File: config.mk
export PLATFORM = sky130hd
export DESIGN_NAME = resolver_carrier_gen
export DESIGN_NICKNAME = d
export VERILOG_FILES = /design/src/rtl/crg_pkg.sv /design/src/rtl/crg_step_timer.sv /design/src/rtl/crg_shape.sv /design/src/rtl/crg_pdm.sv /design/src/rtl/resolver_carrier_gen.sv
export SDC_FILE = /design/constraint.sdc
export NUM_CORES = 1
export LEC_CHECK = 0
export ABC_CLOCK_PERIOD_IN_PS = 10700
export BUFFER_PORTS_ARGS = -buffer_cell sky130_fd_sc_hd__clkbuf_2
export CAP_MARGIN = 40
export CORE_ASPECT_RATIO = 2
export CORE_MARGIN = 1
export CORE_UTILIZATION = 60
export CTS_CLUSTER_SIZE = 28
export DETAILED_ROUTE_END_ITERATION = 10
export PLACE_DENSITY = 0.77
export SLEW_MARGIN = 10
export SYNTH_ARGS = -nofsm -noshare
export SYNTH_HDL_FRONTEND = slang
export SYNTH_SLANG_ARGS = --single-unit
File: constraint.sdc
create_clock -name clk -period 10.7 [get_ports clk]
set_input_delay 2.14 -clock clk [delete_from_list [all_inputs] [get_ports clk]]
set_output_delay 2.14 -clock clk [all_outputs]
set_load 0.01 [all_outputs]
File: src/rtl/crg_pkg.sv
package crg_pkg;
  localparam int DIV_W = 6;

  typedef enum logic [1:0] {
    SHP_RECT = 2'd0,
    SHP_TRI  = 2'd1,
    SHP_SINE = 2'd2,
    SHP_MID  = 2'd3
  } shape_e;

  function automatic logic [DIV_W-1:0] clocks_per_step(input logic [2:0] sel);
    logic [DIV_W-1:0] n;
    case (sel)
      3'd0:    n = DIV_W'(2);
      3'd1:    n = DIV_W'(4);
      3'd2:    n = DIV_W'(8);
      3'd3:    n = DIV_W'(16);
      3'd4:    n = DIV_W'(32);
      default: n = DIV_W'(12);
    endcase
    return n;
  endfunction
endpackage

File: src/rtl/crg_step_timer.sv
module crg_step_timer
  import crg_pkg::*;
#(
  parameter int STEP_W = 10
) (
  input  logic              clk,
  input  logic              rst_n,
  input  logic              enable,
  input  logic [2:0]        div_sel,
  output logic [DIV_W-1:0]  div_cnt,
  output logic [STEP_W-1:0] step_idx
);
  logic [DIV_W-1:0] last_cnt;

  assign last_cnt = clocks_per_step(div_sel) - DIV_W'(1);

  always_ff @(posedge clk or negedge rst_n) begin
    if (!rst_n) begin
      div_cnt  <= '0;
      step_idx <= '0;
    end else if (!enable) begin
      div_cnt  <= '0;
      step_idx <= '0;
    end else if (div_cnt >= last_cnt) begin
      div_cnt  <= '0;
      step_idx <= step_idx + STEP_W'(1);
    end else begin
      div_cnt  <= div_cnt + DIV_W'(1);
    end
  end
endmodule

File: src/rtl/crg_shape.sv
module crg_shape
  import crg_pkg::*;
#(
  parameter int STEP_W = 10
) (
  input  logic [STEP_W-1:0] step_idx,
  input  logic [1:0]        shape_sel,
  output logic [STEP_W-1:0] amp
);
  localparam int PROD_W = 2 * STEP_W;
  localparam int SHIFT  = STEP_W - 3;
  localparam logic [STEP_W-1:0] MID = STEP_W'(1) << (STEP_W - 1);

  logic              upper_half;
  logic [STEP_W-2:0] h;
  logic [PROD_W-1:0] prod;
  logic [STEP_W-1:0] dev;

  assign upper_half = step_idx[STEP_W-1];
  assign h          = step_idx[STEP_W-2:0];
  assign prod       = {{(STEP_W+1){1'b0}}, h} * {{(STEP_W+1){1'b0}}, ~h};
  assign dev        = STEP_W'(prod >> SHIFT);

  always_comb begin
    case (shape_e'(shape_sel))
      SHP_RECT: amp = upper_half ? '0 : '1;
      SHP_TRI:  amp = upper_half ? {~h, 1'b0} : {h, 1'b0};
      SHP_SINE: amp = upper_half ? (MID - dev) : (MID + dev);
      default:  amp = MID;
    endcase
  end
endmodule

File: src/rtl/crg_pdm.sv
module crg_pdm #(
  parameter int STEP_W = 10
) (
  input  logic              clk,
  input  logic              rst_n,
  input  logic              enable,
  input  logic              bitrev_en,
  input  logic              invert,
  input  logic [STEP_W-1:0] amp,
  input  logic              pos_half,
  output logic              carrier,
  output logic              sign
);
  logic [STEP_W-1:0] cmp_cnt;
  logic [STEP_W-1:0] cmp_rev;
  logic [STEP_W-1:0] cmp_val;

  for (genvar i = 0; i < STEP_W; i++) begin : g_rev
    assign cmp_rev[i] = cmp_cnt[STEP_W-1-i];
  end

  assign cmp_val = bitrev_en ? cmp_rev : cmp_cnt;

  always_ff @(posedge clk or negedge rst_n) begin
    if (!rst_n) begin
      cmp_cnt <= '0;
      carrier <= 1'b0;
      sign    <= 1'b0;
    end else if (!enable) begin
      cmp_cnt <= '0;
      carrier <= 1'b0;
      sign    <= 1'b0;
    end else begin
      cmp_cnt <= cmp_cnt + STEP_W'(1);
      carrier <= (amp > cmp_val) ^ invert;
      sign    <= pos_half ^ invert;
    end
  end
endmodule

File: src/rtl/resolver_carrier_gen.sv
module resolver_carrier_gen
  import crg_pkg::*;
#(
  parameter int STEP_W = 10
) (
  input  logic       clk,
  input  logic       rst_n,
  input  logic       enable,
  input  logic [1:0] shape_sel,
  input  logic [2:0] div_sel,
  input  logic       bitrev_en,
  input  logic       invert,
  output logic       carrier,
  output logic       sign
);
  logic [DIV_W-1:0]  div_cnt;
  logic [STEP_W-1:0] step_idx;
  logic [STEP_W-1:0] amp;

  crg_step_timer #(.STEP_W(STEP_W)) u_timer (
    .clk      (clk),
    .rst_n    (rst_n),
    .enable   (enable),
    .div_sel  (div_sel),
    .div_cnt  (div_cnt),
    .step_idx (step_idx)
  );

  crg_shape #(.STEP_W(STEP_W)) u_shape (
    .step_idx  (step_idx),
    .shape_sel (shape_sel),
    .amp       (amp)
  );

  crg_pdm #(.STEP_W(STEP_W)) u_pdm (
    .clk       (clk),
    .rst_n     (rst_n),
    .enable    (enable),
    .bitrev_en (bitrev_en),
    .invert    (invert),
    .amp       (amp),
    .pos_half  (~step_idx[STEP_W-1]),
    .carrier   (carrier),
    .sign      (sign)
  );
endmodule

==> run_results.csv <==
group,metric,value,unit
floorplanning,floorplan.io_pins,12,
setup_path,timing.critical_path.required,10860,ps
logic_synthesis,yosys-top-cells-count,"inv_1, ha_1, nor2_1",
logic_synthesis,yosysTopAreaCellShare,0.184,
routing,initialDrtViolationCount,245,
clock_tree,cts_max_path_buffers,2,
placement,post-place-ws,3640,ps
clock_tree,cts_root_buf,"clkbuf_16",
logic_synthesis,synthesis.area,4890,µm²
global_route,via_count_of_the_first_global_routing_pass,4172,
setup_path,worst-path-buf-inv,3,
setup_path,critical_path_sink_type,"flop",
clock_tree,cts_buffers,3,
clock_tree,clock_tree_from_tritoncts,"built",
cells_and_area,drive_above_1_share,0.0602,
logic_synthesis,postSynth.topFlopCell,"dfrtp_1",
floorplanning,num_rows,46,
setup_path,setup.reg_to_reg.worst_slack,3600,ps
logic_synthesis,synth_top_area_cell,"ha_1",
routing,drt_pass1_iterations,5,
sta,worst_pin_slew,795,ps
hold_path,hp-class,"flop to flop",
cells_and_area,layout.cell_area.non_filler,5070,µm²
global_route,track_usage,0.312,
setup_path,rr_endpoint,"u_pdm.carrier",
global_route,grt_pass1_wl,19800,µm
power_and_ir_drop,p_leak,0.00271,µW
setup_path,arrival,7260,ps
setup_path,timing.critical_path.from_type,"flop",
logic_synthesis,synth.most_common_cell,"inv_1",
logic_synthesis,synth-async-reset-ratio,1.00,
floorplanning,fp.coreArea,7940,µm²
routing,postRouteWirelength,12300,µm
sta,max_freq,0.141,GHz
routing,vias,4039,
clock_tree,cts.repair.resized,0,
global_route,grt_max_degree,29,
logic_synthesis,synth.top_cells.by_area,"ha_1, fa_1, dfrtp_1",
hold_path,hold_path_end,"u_timer.div_cnt[0]",
logic_synthesis,synth_enable_flop_cells,0,
setup_path,cell_chain_critical_path,"clkinv_1 > nor2_1 > fa_1 > fa_1 > fa_1 > inv_1 > fa_1 > inv_1 > ha_1 > a21oi_2 > nor3b_1 > a2111oi_2 > o211ai_4 > nor4_4 > mux2i_1 > o22ai_1 > ha_1 > nand4_1 > nor2_1 > a21oi_1 > o211ai_1 > nand2_1 > xnor2_1 > and2_1",
hold_path,startpoint_of_the_most_critical_hold_path,"u_timer.div_cnt[0]",
sta,worst_hold_slack,492,ps
sta,final.setup_skew,4.54,ps
clock_tree,clock_insertion_delay_worst_skew,270,ps
clock_tree,cts.hold.buffers_added,0,
routing,postRouteAntennaNets,0,
placement,dp_hpwl,9960,µm
cells_and_area,layout.nets,687,
clock_tree,postCtsSetupBuffers,0,
routing,drcViolationCount,0,
status,status,"finished clean",
clock_tree,worst_setup_hold_path_clk_slew,70,ps
sta,final.setup.tns,0,ps
sta,finalHoldViolCount,0,
logic_synthesis,ys_ff_latch,28,
power_and_ir_drop,power.density_cell_area,62.1,nW/µm²
sta,finalCritPeriodShare,0.664,
setup_path,r2r-start,"u_timer.step_idx[4]",
logic_synthesis,synthesis.instances,576,
logic_synthesis,yosysWarningCount,0,
job,max_capacitance_violation_count,0,
placement,finalWeightedCongestion,1.04,
setup_path,crit_fanout,15,
sta,final_critical_path_time_including_i_o_delays_and_setup,7100,ps
setup_path,r2r.worst_path.cells,24,
setup_path,critical_path_class,"flop to flop",
clock_tree,cts-htree-levels,1,
global_route,grt_antenna_before_repair,0,
logic_synthesis,synth_nets,697,
floorplanning,die_h,130,µm
global_route,globalRouteOverflowTotal,0,
sta,report.final.setup_viol,0,
setup_path,slowest_delay,770,ps
cells_and_area,syn_to_final_growth,3.50,%
hold_path,hold-path-cell-count,1,
clock_tree,cts.sink_count,28,
sta,final.setup.worst_slack,3600,ps
sta,maxSlewViolCount,0,
setup_path,worst_path_most_repeated_cell,"fa_1",
routing,wire_per_inst,18.6,µm
sta,rsz0062_at_grt,"false",
placement,postPlaceCellArea,4960,µm²
setup_path,timing.critical_path.max_delay_family,"adder cells",
logic_synthesis,syn-mean-instance-area,8.50,µm²
floorplanning,initial_core_utilization,0.616,
cells_and_area,num_antenna_cells,0,
setup_path,crit_slowest_cell,"dfrtp_1",
power_and_ir_drop,worst_ir_drop_vdd,0.000116,V
floorplanning,die-width,65.9,µm
cells_and_area,finalCoreUtilization,0.638,
routing,post_detailed_route_via_to_cell_ratio,6.11,
sta,timing.max_slew.rel_slack,0.470,
floorplanning,die_area,8540,µm²
logic_synthesis,seq_area_frac_synth,0.143,
placement,io_buffers,11,
logic_synthesis,synthDistinctLibCells,63,
## area by class of cell
type | instances | area (µm²)
clock inverters | 1 | 30.0
inverters | 81 | 304
repair buffers | 11 | 55.1
clock buffers | 3 | 75.1
fillers | 683 | 2880
flip-flops and latches | 28 | 701
multi-input cells | 441 | 3780
well taps | 96 | 120
## cell usage in the layout (no fill, tap or decap), types with 9 or more instances in the layout
cell,instances
a21oi_1,23
inv_1,76
and2_1,25
nor2_1,64
fa_1,39
xnor2_1,26
mux2i_1,14
nand3_1,17
dfrtp_1,28
xor2_1,9
ha_1,72
clkbuf_2,11
nand2_1,44
## stage by stage
stage,cells,power [µW]
floorplan,576,181
global placement,657,201
CTS,661,317
global route,661,331
detailed placement,657,204
finish,661,315
## cell families (layout without fill, tap and decap cells)
group	after synthesis	after routing	synth area share
adders and majority gates	111	111	0.344
DFF	28	28	0.143
AOI/OAI and AO/OA	85	85	0.132
buffers and inverters	107	96	0.0844
muxes	16	16	0.0340
and+or+nand+nor	193	193	0.196
xor gates and xnor gates	36	36	0.0672
## power breakdown
group          leakage [µW]  internal, µW  total (µW)  switching, µW
Combinational       0.00227          36.1        89.1           53.0
Sequential         0.000384           109         114           5.00
Clock             0.0000511          74.6         112           36.9
Total               0.00271           220         315           94.9
## routing by layer
metal | global-route usage | up-vias | wire length [µm]
met2 | 0.537 | 156 | 6470
met4 | 0.320 | 0 | 1220
li1 | - | 1892 | -
met3 | 0.0341 | 69 | 516
met5 | 0 | - | 0
met1 | 0.304 | 1922 | 4070
## registers in the layout (all words and copies together), names as in the netlist
register,count
u_pdm.carrier,1
u_timer.step_idx,10
u_timer.div_cnt,6
u_pdm.sign,1
u_pdm.cmp_cnt,10
## how the worst max path moves through the flow
stage | start | endpoint | slack [ps] | cells after the start
after floorplan | u_timer.step_idx[2] | u_pdm.carrier | 4620 | 27
after global placement | u_timer.step_idx[3] | u_pdm.carrier | 3750 | 24
after detailed placement | u_timer.step_idx[3] | u_pdm.carrier | 3640 | 24
after CTS | u_timer.step_idx[3] | u_pdm.carrier | 3610 | 24
after global routing | u_timer.step_idx[3] | u_pdm.carrier | 3110 | 24
final | u_timer.step_idx[4] | u_pdm.carrier | 3600 | 24
No activity file was read; power rests on OpenSTA's default activity.
